### src/rtl/tsw_uport_pkg.sv
package tsw_uport_pkg;
  localparam int OFFS_CTRL   = 0;
  localparam int OFFS_MODE   = 1;
  localparam int OFFS_ALIGN  = 2;
  localparam int OFFS_OFFSET = 3;

  // where the data of the access in progress comes from
  typedef enum logic [1:0] {SRC_NONE, SRC_REG, SRC_CONN, SRC_DATA} rdSrc_e;

  // one-cycle strobes from the sequencer to the datapath
  typedef struct packed {
    logic capture;
    logic ctrlWr;
    logic modeWr;
    logic offsWr;
    logic connRd;
    logic connWr;
    logic dataRd;
  } accStrobe_t;
endpackage

### src/rtl/tsw_uport_seq.sv
module tsw_uport_seq
  import tsw_uport_pkg::*;
#(
  parameter int WIN_BITS = 7
) (
  input  logic                clk,
  input  logic                rst_n,
  input  logic                busSel,
  input  logic                busStrobe,
  input  logic                busWrite,
  input  logic [WIN_BITS:0]   busAddr,
  input  logic                memSel,
  output accStrobe_t          stb,
  output logic                ack
);
  logic ackQ;
  logic reqActive;
  logic start;
  logic winHit;
  logic [WIN_BITS-1:0] offs;

  assign reqActive = busSel & busStrobe;
  assign start     = reqActive & ~ackQ;
  assign winHit    = busAddr[WIN_BITS];
  assign offs      = busAddr[WIN_BITS-1:0];

  always_ff @(posedge clk or negedge rst_n) begin
    if (!rst_n) ackQ <= 1'b0;
    else        ackQ <= reqActive;
  end

  always_comb begin
    stb         = '0;
    stb.capture = start & ~busWrite;
    stb.ctrlWr  = start & busWrite & ~winHit & (offs == WIN_BITS'(OFFS_CTRL));
    stb.modeWr  = start & busWrite & ~winHit & (offs == WIN_BITS'(OFFS_MODE));
    stb.offsWr  = start & busWrite & ~winHit & (offs == WIN_BITS'(OFFS_OFFSET));
    stb.connRd  = start & ~busWrite & winHit & ~memSel;
    stb.connWr  = start & busWrite & winHit & ~memSel;
    stb.dataRd  = start & ~busWrite & winHit & memSel;
  end

  assign ack = ackQ;
endmodule

### src/rtl/tsw_uport_regs.sv
module tsw_uport_regs
  import tsw_uport_pkg::*;
#(
  parameter int DATA_W      = 16,
  parameter int WIN_BITS    = 7,
  parameter int STREAM_BITS = 4,
  localparam int MEM_AW     = STREAM_BITS + WIN_BITS
) (
  input  logic                   clk,
  input  logic                   rst_n,
  input  accStrobe_t             stb,
  input  logic                   ack,
  input  logic [WIN_BITS:0]      busAddr,
  input  logic [DATA_W-1:0]      busWdata,
  input  logic [DATA_W-1:0]      connRdata,
  input  logic [DATA_W-1:0]      dataRdata,
  input  logic [DATA_W-1:0]      frameAlign,
  output logic [DATA_W-1:0]      busRdata,
  output logic [MEM_AW-1:0]      memAddr,
  output logic [STREAM_BITS-1:0] stream,
  output logic                   memSel,
  output logic                   blockProg,
  output logic [4:0]             bpData,
  output logic                   bpEn,
  output logic                   standby,
  output logic                   frameEval,
  output logic [1:0]             rate,
  output logic [DATA_W-1:0]      frameOffset
);
  logic [WIN_BITS-1:0] offs;
  logic [DATA_W-1:0]   regView;
  logic [DATA_W-1:0]   holdQ;
  rdSrc_e              srcQ;

  assign offs    = busAddr[WIN_BITS-1:0];
  assign memAddr = {stream, offs};

  always_ff @(posedge clk or negedge rst_n) begin
    if (!rst_n) begin
      stream <= '0; memSel <= 1'b0; blockProg <= 1'b0;
      bpData <= '0; bpEn <= 1'b0; standby <= 1'b0; frameEval <= 1'b0; rate <= '0;
      frameOffset <= '0;
    end else begin
      if (stb.ctrlWr) begin
        stream    <= busWdata[STREAM_BITS-1:0];
        memSel    <= busWdata[STREAM_BITS];
        blockProg <= busWdata[STREAM_BITS+1];
      end
      if (stb.modeWr) begin
        bpData    <= busWdata[4:0];
        bpEn      <= busWdata[5];
        standby   <= busWdata[6];
        frameEval <= busWdata[7];
        rate      <= busWdata[9:8];
      end
      if (stb.offsWr) frameOffset <= busWdata;
    end
  end

  always_comb begin
    regView = '0;
    case (offs)
      WIN_BITS'(OFFS_CTRL):   regView = DATA_W'({blockProg, memSel, stream});
      WIN_BITS'(OFFS_MODE):   regView = DATA_W'({rate, frameEval, standby, bpEn, bpData});
      WIN_BITS'(OFFS_ALIGN):  regView = frameAlign;
      WIN_BITS'(OFFS_OFFSET): regView = frameOffset;
      default:                regView = '0;
    endcase
  end

  always_ff @(posedge clk or negedge rst_n) begin
    if (!rst_n) begin
      srcQ  <= SRC_NONE;
      holdQ <= '0;
    end else if (stb.capture) begin
      holdQ <= regView;
      if (stb.connRd)      srcQ <= SRC_CONN;
      else if (stb.dataRd) srcQ <= SRC_DATA;
      else                 srcQ <= SRC_REG;
    end else if (stb.connWr | stb.ctrlWr | stb.modeWr | stb.offsWr |
                 (ack == 1'b0)) begin
      srcQ <= SRC_NONE;
    end
  end

  always_comb begin
    busRdata = '0;
    if (ack) begin
      case (srcQ)
        SRC_REG:  busRdata = holdQ;
        SRC_CONN: busRdata = connRdata;
        SRC_DATA: busRdata = dataRdata;
        default:  busRdata = '0;
      endcase
    end
  end
endmodule

### src/rtl/tsw_uport_decode.sv
module tsw_uport_decode
  import tsw_uport_pkg::*;
#(
  parameter int DATA_W      = 16,
  parameter int WIN_BITS    = 7,
  parameter int STREAM_BITS = 4,
  localparam int MEM_AW     = STREAM_BITS + WIN_BITS
) (
  input  logic                   clk,
  input  logic                   rst_n,
  input  logic                   busSel,
  input  logic                   busStrobe,
  input  logic                   busWrite,
  input  logic [WIN_BITS:0]      busAddr,
  input  logic [DATA_W-1:0]      busWdata,
  output logic [DATA_W-1:0]      busRdata,
  output logic                   busAck,
  output logic [MEM_AW-1:0]      connAddr,
  output logic                   connRd,
  output logic                   connWr,
  output logic [DATA_W-1:0]      connWdata,
  input  logic [DATA_W-1:0]      connRdata,
  output logic [MEM_AW-1:0]      dataAddr,
  output logic                   dataRd,
  input  logic [DATA_W-1:0]      dataRdata,
  input  logic [DATA_W-1:0]      frameAlign,
  output logic [STREAM_BITS-1:0] ctrlStream,
  output logic                   ctrlMemSel,
  output logic                   ctrlBlockProg,
  output logic [4:0]             modeBpData,
  output logic                   modeBpEn,
  output logic                   modeStandby,
  output logic                   modeFrameEval,
  output logic [1:0]             modeRate,
  output logic [DATA_W-1:0]      frameOffset
);
  accStrobe_t        stb;
  logic [MEM_AW-1:0] memAddr;

  tsw_uport_seq #(.WIN_BITS(WIN_BITS)) seq_i (
    .clk(clk), .rst_n(rst_n), .busSel(busSel), .busStrobe(busStrobe),
    .busWrite(busWrite), .busAddr(busAddr), .memSel(ctrlMemSel),
    .stb(stb), .ack(busAck)
  );

  tsw_uport_regs #(.DATA_W(DATA_W), .WIN_BITS(WIN_BITS), .STREAM_BITS(STREAM_BITS)) regs_i (
    .clk(clk), .rst_n(rst_n), .stb(stb), .ack(busAck), .busAddr(busAddr),
    .busWdata(busWdata), .connRdata(connRdata), .dataRdata(dataRdata),
    .frameAlign(frameAlign), .busRdata(busRdata), .memAddr(memAddr),
    .stream(ctrlStream), .memSel(ctrlMemSel), .blockProg(ctrlBlockProg),
    .bpData(modeBpData), .bpEn(modeBpEn), .standby(modeStandby),
    .frameEval(modeFrameEval), .rate(modeRate), .frameOffset(frameOffset)
  );

  assign connAddr  = memAddr;
  assign dataAddr  = memAddr;
  assign connWdata = busWdata;
  assign connRd    = stb.connRd;
  assign connWr    = stb.connWr;
  assign dataRd    = stb.dataRd;
endmodule

### config.mk
export PLATFORM = sky130hd
export DESIGN_NAME = tsw_uport_decode
export DESIGN_NICKNAME = d
export VERILOG_FILES = /design/src/rtl/tsw_uport_pkg.sv /design/src/rtl/tsw_uport_seq.sv /design/src/rtl/tsw_uport_regs.sv /design/src/rtl/tsw_uport_decode.sv
export SDC_FILE = /design/constraint.sdc
export NUM_CORES = 1
export LEC_CHECK = 0
export BUFFER_PORTS_ARGS = -buffer_cell sky130_fd_sc_hd__buf_4
export CELL_PAD_IN_SITES_DETAIL_PLACEMENT = 0
export CELL_PAD_IN_SITES_GLOBAL_PLACEMENT = 1
export CORE_MARGIN = 2
export CORE_UTILIZATION = 36
export CTS_BUF_LIST = sky130_fd_sc_hd__clkbuf_16
export CTS_CLUSTER_SIZE = 24
export DETAILED_ROUTE_END_ITERATION = 10
export PLACE_DENSITY_LB_ADDON = 0.1
export RECOVER_POWER = 50
export SLEW_MARGIN = 0
export SYNTH_ARGS = -nofsm -noshare
export SYNTH_HDL_FRONTEND = slang
export SYNTH_SLANG_ARGS = --single-unit
export TNS_END_PERCENT = 100
### constraint.sdc
create_clock -name clk -period 3 [get_ports clk]
set_input_delay 0.6 -clock clk [delete_from_list [all_inputs] [get_ports clk]]
set_output_delay 0.6 -clock clk [all_outputs]
set_load 0.005 [all_outputs]
; Word level (Yosys, flattened, before mapping)
; Cells that the tools add are included.
; W data, S select, Z words.
[totals]
mem_bits_ro = 0
wordCells = 48
n_memories = 0
latchBits = 0
out_inout_bits = 90
mem_bits_rw = 0
in_bits = 77
reg_bits = 51
[classes]
muxes = 7
n_reduce_logical = 2
magnitude_cmp = 0
shift = 0
n_mul = 0
add_sub_neg = 0
n_div = 0
eq_ne = 6
n_bitwise = 21
[op_table]
columns = operator, count
row1 = $pmux W16 S4, 1
row2 = $pmux W16 S3, 1
row3 = $mux W16, 1
row4 = $eq A7 B2 Y1 const B, 2
row5 = $and A1 B1 Y1, 13
row6 = $mux W2, 4
row7 = $eq A7 B1 Y1 const B, 1
row8 = $logic_not A7 Y1, 1
row9 = $eq A2 B2 Y1 const B, 2
row10 = $not A1 Y1, 4
row11 = $or A1 B1 Y1, 4
row12 = $eq A2 B1 Y1 const B, 1
row13 = $reduce_bool A2 Y1, 1

; Depth between registers and ports, before layout
; Gate-level depths: netlist (run 1).
[depth]
word_depth = 11
depth_mapped = 6
ltp_nobuf = 4

; Cells and area by module
; A second synthesis (run 1) with hierarchy kept.
[hier_totals]
hier_cells = 259
hier_area_um2 = 3195.6
[modules_own_cells]
columns = module, cells_each, n_inst, area_each_um2, seq_area_each_um2
row1 = tsw_uport_regs, 218, 1, 2865.2, 1251.2
row2 = tsw_uport_decode, 27, 1, 202.7, 0.0
row3 = tsw_uport_seq, 14, 1, 127.6, 25.0

; Least setup slack after synthesis (run 1)
; No wires, ideal clock.
[synth_path]
path_kind = register -> output
start = register regs_i.srcQ[0]
end = output busRdata[10]
t_arrival_ns = 1.507
path_buffers = 2
stages_incl_launch_ff = 6
path_slack_ns = 0.893
required_ns = 2.400
cell_sequence = dfrtp_1 clkbuf_1 clkbuf_1 mux2_2 a22oi_1 nor2b_1
[synth_via]
elab_chain_cells = 3
word_cells_on_any_way = 5
cone_classes = eq/ne (3) / mux (2)
[synth_rtl]
columns = item, line
row1 = from (decl), tsw_uport_regs.sv:33  ; rdSrc_e srcQ;
row2 = from (signal assigned), tsw_uport_regs.sv:73  ; srcQ <= SRC_NONE;
row3 = from (signal assigned), tsw_uport_regs.sv:77  ; if (stb.connRd) srcQ <= SRC_CONN;
row4 = from (signal assigned), tsw_uport_regs.sv:78  ; else if (stb.dataRd) srcQ <= SRC_DATA;
row5 = $eq A2 B2 Y1 or $eq A2 B1 Y1 (tied branches), tsw_uport_regs.sv:89  ; case (srcQ)
row6 = $pmux W16 S3 *, tsw_uport_regs.sv:89
row7 = $mux W16 *, tsw_uport_regs.sv:88  ; if (ack) begin
row8 = to (decl), tsw_uport_decode.sv:16  ; output logic [DATA_W-1:0] busRdata,
; Every way passes the cells marked *; elsewhere a longest branch is shown, timed or not.

; Final worst setup path (run 1)
[layout_path]
start = register regs_i.srcQ[0]
end = output busRdata[1]
; The elaborated chain is that of the path after synthesis.

==> impl_metrics.py, run 1 <==
metrics = {
    "route": {
        "vias": 2365,
        "drc": 0,
        "wire_per_inst_um": 16.1,
        "totalWireLength_um": 7740,
        "viasPerCell": 4.93,
        "first_pass_iters": 4,
        "first_iter_violations": 54,
        "drtAntennaViolNets": 0,
    },
    "placed_design": {
        "place_inst": 473,
        "io_buffers": 166,
        "dpl.hpwl_um": 5960,
        "gp_congestion": 0.729,
    },
    "cts": {
        "cts_tree": "built",
        "clkSinkCount": 51,
        "numCtsBuffers": 5,
        "post_cts_resized": 0,
        "cts_setup_buffers": 0,
        "clockBufferDepth": 2,
        "cts_hold_buf": 0,
        "cts_max_level": 2,
        "root_buffer": "clkbuf_16",
        "clkTransAtPathRegs_ns": 0.06,
        "clkLatencyLatePin_ns": 0.29,
    },
    "yosys": {
        "ys_seq_elements": 51,
        "synthArstFlopShare_pct": 100,
        "yosysWarnings": 0,
        "synth_top_area_share_pct": 42.3,
        "yosysMostFrequentCell": "dfrtp_1",
        "seq_area_frac_synth_pct": 42.3,
        "syn_area_um2": 3010,
        "ys_top_cells_by_count": "dfrtp_1 (51), mux2_2 (42), buf_4 (39)",
        "ys.flop_type": "dfrtp_1",
        "syn_area_per_cell_um2": 11.9,
        "synth_area_leaders": "dfrtp_1 (42%), mux2_2 (16%), buf_4 (9.7%)",
        "synth_cell_types": 26,
        "synth_edf_count": 0,
        "syn-num-nets": 331,
        "synth_area_leader_cell": "dfrtp_1",
        "netlist_instances": 254,
    },
    "critical_path": {
        "reg2reg_slack_ns": 0.83,
        "worstRegToRegCells": 4,
        "r2r-start": "seq_i.ack$_DFF_PN0_",
        "crit_arrival_ns": 1.84,
        "crit_end": "busRdata[1]",
        "required_ns": 2.40,
        "worst-setup-path-type": "register to primary output",
        "r2r-end": "regs_i.frameEval$_DFFE_PN0P_",
        "cp-end-kind": "primary output",
        "startpoint": "regs_i.srcQ[0]$_DFFE_PN0P_",
        "crit_fanout": 18,
        "critPathLaunchType": "register",
    },
    "timing": {
        "slew_violations": 0,
        "hold_ws_ns": 0.484,
        "fin_crit_sh_pct": 81.5,
        "hold_violations": 0,
        "slew-limit-headroom_pct": 13.9,
        "worst_pin_slew_ns": 1.29,
        "fin_crit_ns": 2.44,
        "finalSetupViolCount": 0,
        "finalClockSkew_ns": 0.00836,
        "rsz0062_at_grt": "no",
        "fmax_mhz": 409,
        "tns_ns": 0,
    },
    "floorplanning": {
        "rows": 33,
        "initial_utilization_pct": 36.9,
        "io-pin-count": 167,
        "core_area_um2": 8180,
        "die_x_um": 95.5,
        "die_h_um": 95.5,
        "dieArea_um2": 9120,
    },
    "pwr": {
        "p_leak_nw": 2.10,
        "power_density_nw_per_um2": 371,
        "p_total_mw": 1.56,
        "ir_drop_v": 0.000213,
    },
    "final_layout": {
        "drive_gt1_share_pct": 61.3,
        "fillerInstances": 785,
        "area_growth_pct": 38.9,
        "postLayoutCoreUtil_pct": 51.2,
        "nNetsFinal": 452,
        "finalNonFillerCells": 480,
        "antenna_cells": 0,
    },
    "hold_path": {
        "min_path_type": "register to register",
    },
    "global_routing": {
        "grt_pass1_vias": 2238,
        "antenna_found_initial": 0,
        "grt_pass1_wl_um": 11500,
        "grt_max_degree": 52,
        "grtUsageTotal_pct": 16.6,
        "grt_overflow": 0,
    },
    "flow_run": {
        "maxCapViolations": 0,
    },
    "outcome": {
        "outcome": "finished clean",
    },
}
==> worst min-delay path by stage <==
stage                                       startpoint                      endpoint  slack, ns  depth (start not counted)
after floorplan                                  rst_n  regs_i.blockProg$_DFFE_PN0P_       0.30                          0
after global routing      regs_i.holdQ[11]$_DFFE_PN0P_  regs_i.holdQ[11]$_DFFE_PN0P_       0.51                          2
after global placement    regs_i.holdQ[11]$_DFFE_PN0P_  regs_i.holdQ[11]$_DFFE_PN0P_       0.47                          2
final                      regs_i.holdQ[9]$_DFFE_PN0P_   regs_i.holdQ[9]$_DFFE_PN0P_       0.48                          2
after CTS                                        rst_n  regs_i.stream[3]$_DFFE_PN0P_       0.37                          1
after detailed placement   regs_i.holdQ[9]$_DFFE_PN0P_   regs_i.holdQ[9]$_DFFE_PN0P_       0.48                          2
==> cells in the final DEF, fill, tap and decap left out, drive strengths merged, types with 2 or more instances in the layout <==
cell type / n
o31ai: 6
mux4: 6
buf: 124
o21ai: 4
nor2: 4
nand2: 13
a22o: 8
clkbuf: 49
and3: 2
dfrtp: 51
nor2b: 18
a22oi: 20
nor3: 3
mux2i: 6
mux2: 52
==> power breakdown <==
| group | leakage (nW) | switching, mW | internal [mW] |
|---|---|---|---|
| Combinational | 1.31 | 0.0841 | 0.134 |
| Sequential | 0.710 | 0.0135 | 0.695 |
| Clock | 0.0759 | 0.240 | 0.389 |
==> registers in the layout, summed over array words and instances, names as in the netlist, 2 cells and up <==
register	cells
regs_i.rate	2
regs_i.stream	4
regs_i.srcQ	2
regs_i.frameOffset	16
regs_i.bpData	5
regs_i.holdQ	16
==> per-layer routing <==
layer	track usage (%)	routed length [um]	vias up
met3	3.48	532	6
met4	3.57	62	0
li1	-	-	1126
met5	0	0	-
met2	26.1	3600	87
met1	23.8	3550	1146
==> cell type report <==
cell class / count / area, um2 / area share [%]
flip-flops and latches: 51 / 1280 / 30.5
well taps: 105 / 131 / 3.14
multi-input cells: 148 / 1380 / 32.9
clock buffers: 5 / 125 / 2.99
clock inverters: 2 / 37.5 / 0.897
repair buffers: 168 / 1240 / 29.5
inverters: 1 / 3.75 / 0.0897
==> worst max-delay path, cell delays in order, from the launching register on <==
cell and delay, ns:
dfrtp_1 0.76, nor2b_1 0.20, buf_4 0.22, a22oi_1 0.11, nor2b_1 0.15, buf_4 0.12
==> through the flow <==
step	worst slack [ns]	area (um2)
global route	0.354	4190
CTS	0.510	4210
finish	0.555	4190
detailed placement	0.514	4050
floorplan	0.893	3010
global placement	0.547	4050
==> cells by family after synthesis <==
group                  after synthesis  share of synthesized area (%)
muxes                               64                           27.1
DFF                                 51                           42.3
buffers and inverters               55                           12.0
AOI/OAI and AO/OA                   38                           9.46
and+or+nand+nor                     46                           9.05
Note: power is estimated with default switching activity, not from simulation.
==> run 2, diff against run 1 <==
- CORE_UTILIZATION: 36 -> 33
- clock period: 3 -> 2.46 ns (I/O delays scaled with it)
==> impl_metrics.py, run 2 (same netlist as run 1, synthesis figures left out) <==
metrics = {
    "placed_design": {
        "gp_congestion": 0.766,
        "place_inst": 479,
        "dpl.hpwl_um": 6020,
        "io_buffers": 166,
    },
    "pwr": {
        "p_leak_nw": 2.11,
        "p_clk_share_pct": 36.2,
        "p_total_mw": 1.77,
        "internal-power_mw": 1.38,
        "comb_power_share_pct": 15.1,
        "sequentialPowerShare_pct": 48.7,
        "ir_drop_v": 0.000271,
        "p_sw_mw": 0.394,
        "swShare_pct": 22.2,
        "power_density_nw_per_um2": 424,
    },
    "critical_path": {
        "required_ns": 1.97,
        "critPathMostFrequentCell": "buf_4",
        "slowest_delay_ns": 0.56,
        "path_buf_inv": 2,
        "cp-end-kind": "primary output",
        "path_cells": "buf_4 -> mux2_2 -> a22oi_1 -> nor2b_1 -> buf_4",
        "worst-setup-path-type": "register to primary output",
        "critPathLaunchType": "register",
        "crit_fanout": 10,
        "crit_arrival_ns": 1.78,
        "slowest_stage": "dfrtp_1",
        "crit_family": "flip-flops",
    },
    "final_layout": {
        "multi_input_area_um2": 1380,
        "fillerInstances": 840,
        "layout_commonest_cell": "buf_4",
        "antenna_cells": 0,
        "final_cell_mix": "buf_4 (125), dfrtp_1 (51), mux2_2 (42)",
        "finalNonFillerCells": 486,
        "nNetsFinal": 455,
        "drive_gt1_share_pct": 61.4,
        "area_growth_pct": 38.8,
        "regArea_um2": 1280,
        "largestRegisters": "regs_i.frameOffset: 16 flops, regs_i.holdQ: 16 flops, regs_i.bpData: 5 flops",
    },
    "route": {
        "highest_layer": "met4",
        "drc": 0,
        "wl_met1_um": 3520,
        "vias": 2295,
        "first_iter_violations": 48,
        "viasPerCell": 4.72,
        "totalWireLength_um": 7740,
        "drtAntennaViolNets": 0,
        "first_pass_iters": 4,
        "dr_wl_met3_um": 481,
        "wl_met2_um": 3710,
        "wire_per_inst_um": 15.9,
    },
    "global_routing": {
        "grt_max_degree": 52,
        "antenna_found_initial": 0,
        "grtUsageTotal_pct": 15.2,
        "grt_pass1_vias": 2261,
        "grt_overflow": 0,
        "grt_pass1_wl_um": 12100,
    },
    "timing": {
        "fmax_mhz": 439,
        "tns_ns": 0,
        "slew_violations": 0,
        "finalClockSkew_ns": 0.00468,
        "hold_violations": 0,
        "hold_ws_ns": 0.447,
        "slew-limit-headroom_pct": 13.5,
        "fin_crit_ns": 2.28,
        "fin_crit_sh_pct": 92.5,
        "worst_pin_slew_ns": 1.30,
        "rsz0062_at_grt": "no",
        "finalSetupViolCount": 0,
    },
    "hold_path": {
        "min_path_type": "primary input to register",
    },
    "floorplanning": {
        "die_x_um": 99.6,
        "io-pin-count": 167,
        "rows": 34,
        "die_h_um": 99.6,
        "dieArea_um2": 9910,
        "initial_utilization_pct": 34.2,
        "core_area_um2": 8810,
    },
    "cts": {
        "cts_setup_buffers": 0,
        "cts_tree": "built",
        "post_cts_resized": 0,
        "clkLatencyLatePin_ns": 0.28,
        "root_buffer": "clkbuf_16",
        "clockBufferDepth": 2,
        "clkSinkCount": 51,
        "numCtsBuffers": 5,
        "cts_max_level": 2,
        "clkTransAtPathRegs_ns": 0.06,
        "cts_hold_buf": 0,
    },
    "flow_run": {
        "maxCapViolations": 0,
    },
    "outcome": {
        "outcome": "finished clean",
    },
}
run 2: metal layers:
layer / vias to the layer above / global-route usage (%)
met5: - / 0
met4: 0 / 2.85
met3: 2 / 3.65
met2: 85 / 24.5
met1: 1073 / 21.1
li1: 1135 / -
run 2: stage by stage:
stage	util, %	setup WS (ns)	cell area (um2)
after floorplan	-	0.461	3010
after global placement	46.3	0.215	4080
after detailed placement	46.3	0.187	4080
after CTS	47.8	0.159	4210
after global routing	47.5	0.0507	4180
final	47.5	0.184	4180
run 2: final timing paths:
path	from	end	slack, ns	cells past startpoint
setup / recovery	regs_i.srcQ[0]$_DFFE_PN0P_	busRdata[8]	0.18	5
min in group asynchronous	rst_n	regs_i.stream[3]$_DFFE_PN0P_	0.48	1
hold reg to reg	regs_i.holdQ[11]$_DFFE_PN0P_	regs_i.holdQ[11]$_DFFE_PN0P_	0.48	2
max in group asynchronous	rst_n	regs_i.holdQ[12]$_DFFE_PN0P_	1.19	1
setup reg to reg	seq_i.ack$_DFF_PN0_	regs_i.frameOffset[12]$_DFFE_PN0P_	0.43	4
hold / removal	busWdata[11]	regs_i.frameOffset[11]$_DFFE_PN0P_	0.45	2
run 2: area by class of cell:
type / instances / share of cell area, %
Multi-Input combinational cell: 148 / 32.9
Inverter: 1 / 0.0897
Tap cell: 108 / 3.23
Clock buffer: 5 / 2.99
Sequential cell: 51 / 30.5
Clock inverter: 2 / 0.209
Timing Repair Buffer: 171 / 30.1
run 2: worst register-to-register path: stages (launching register included):
cell and delay (ns):
dfrtp_1 0.59, nand4b_1 0.34, nor2_1 0.21, nand4_4 0.36, mux2_4 0.43
run 2: power by group through the flow:
stage	Clock [mW]	Sequential, mW	Combinational, mW
global route	0.698	0.865	0.291
global placement	0	0.879	0.275
detailed placement	0	0.879	0.277
finish	0.642	0.863	0.267
floorplan	0	0.870	0.128
CTS	0.667	0.863	0.278
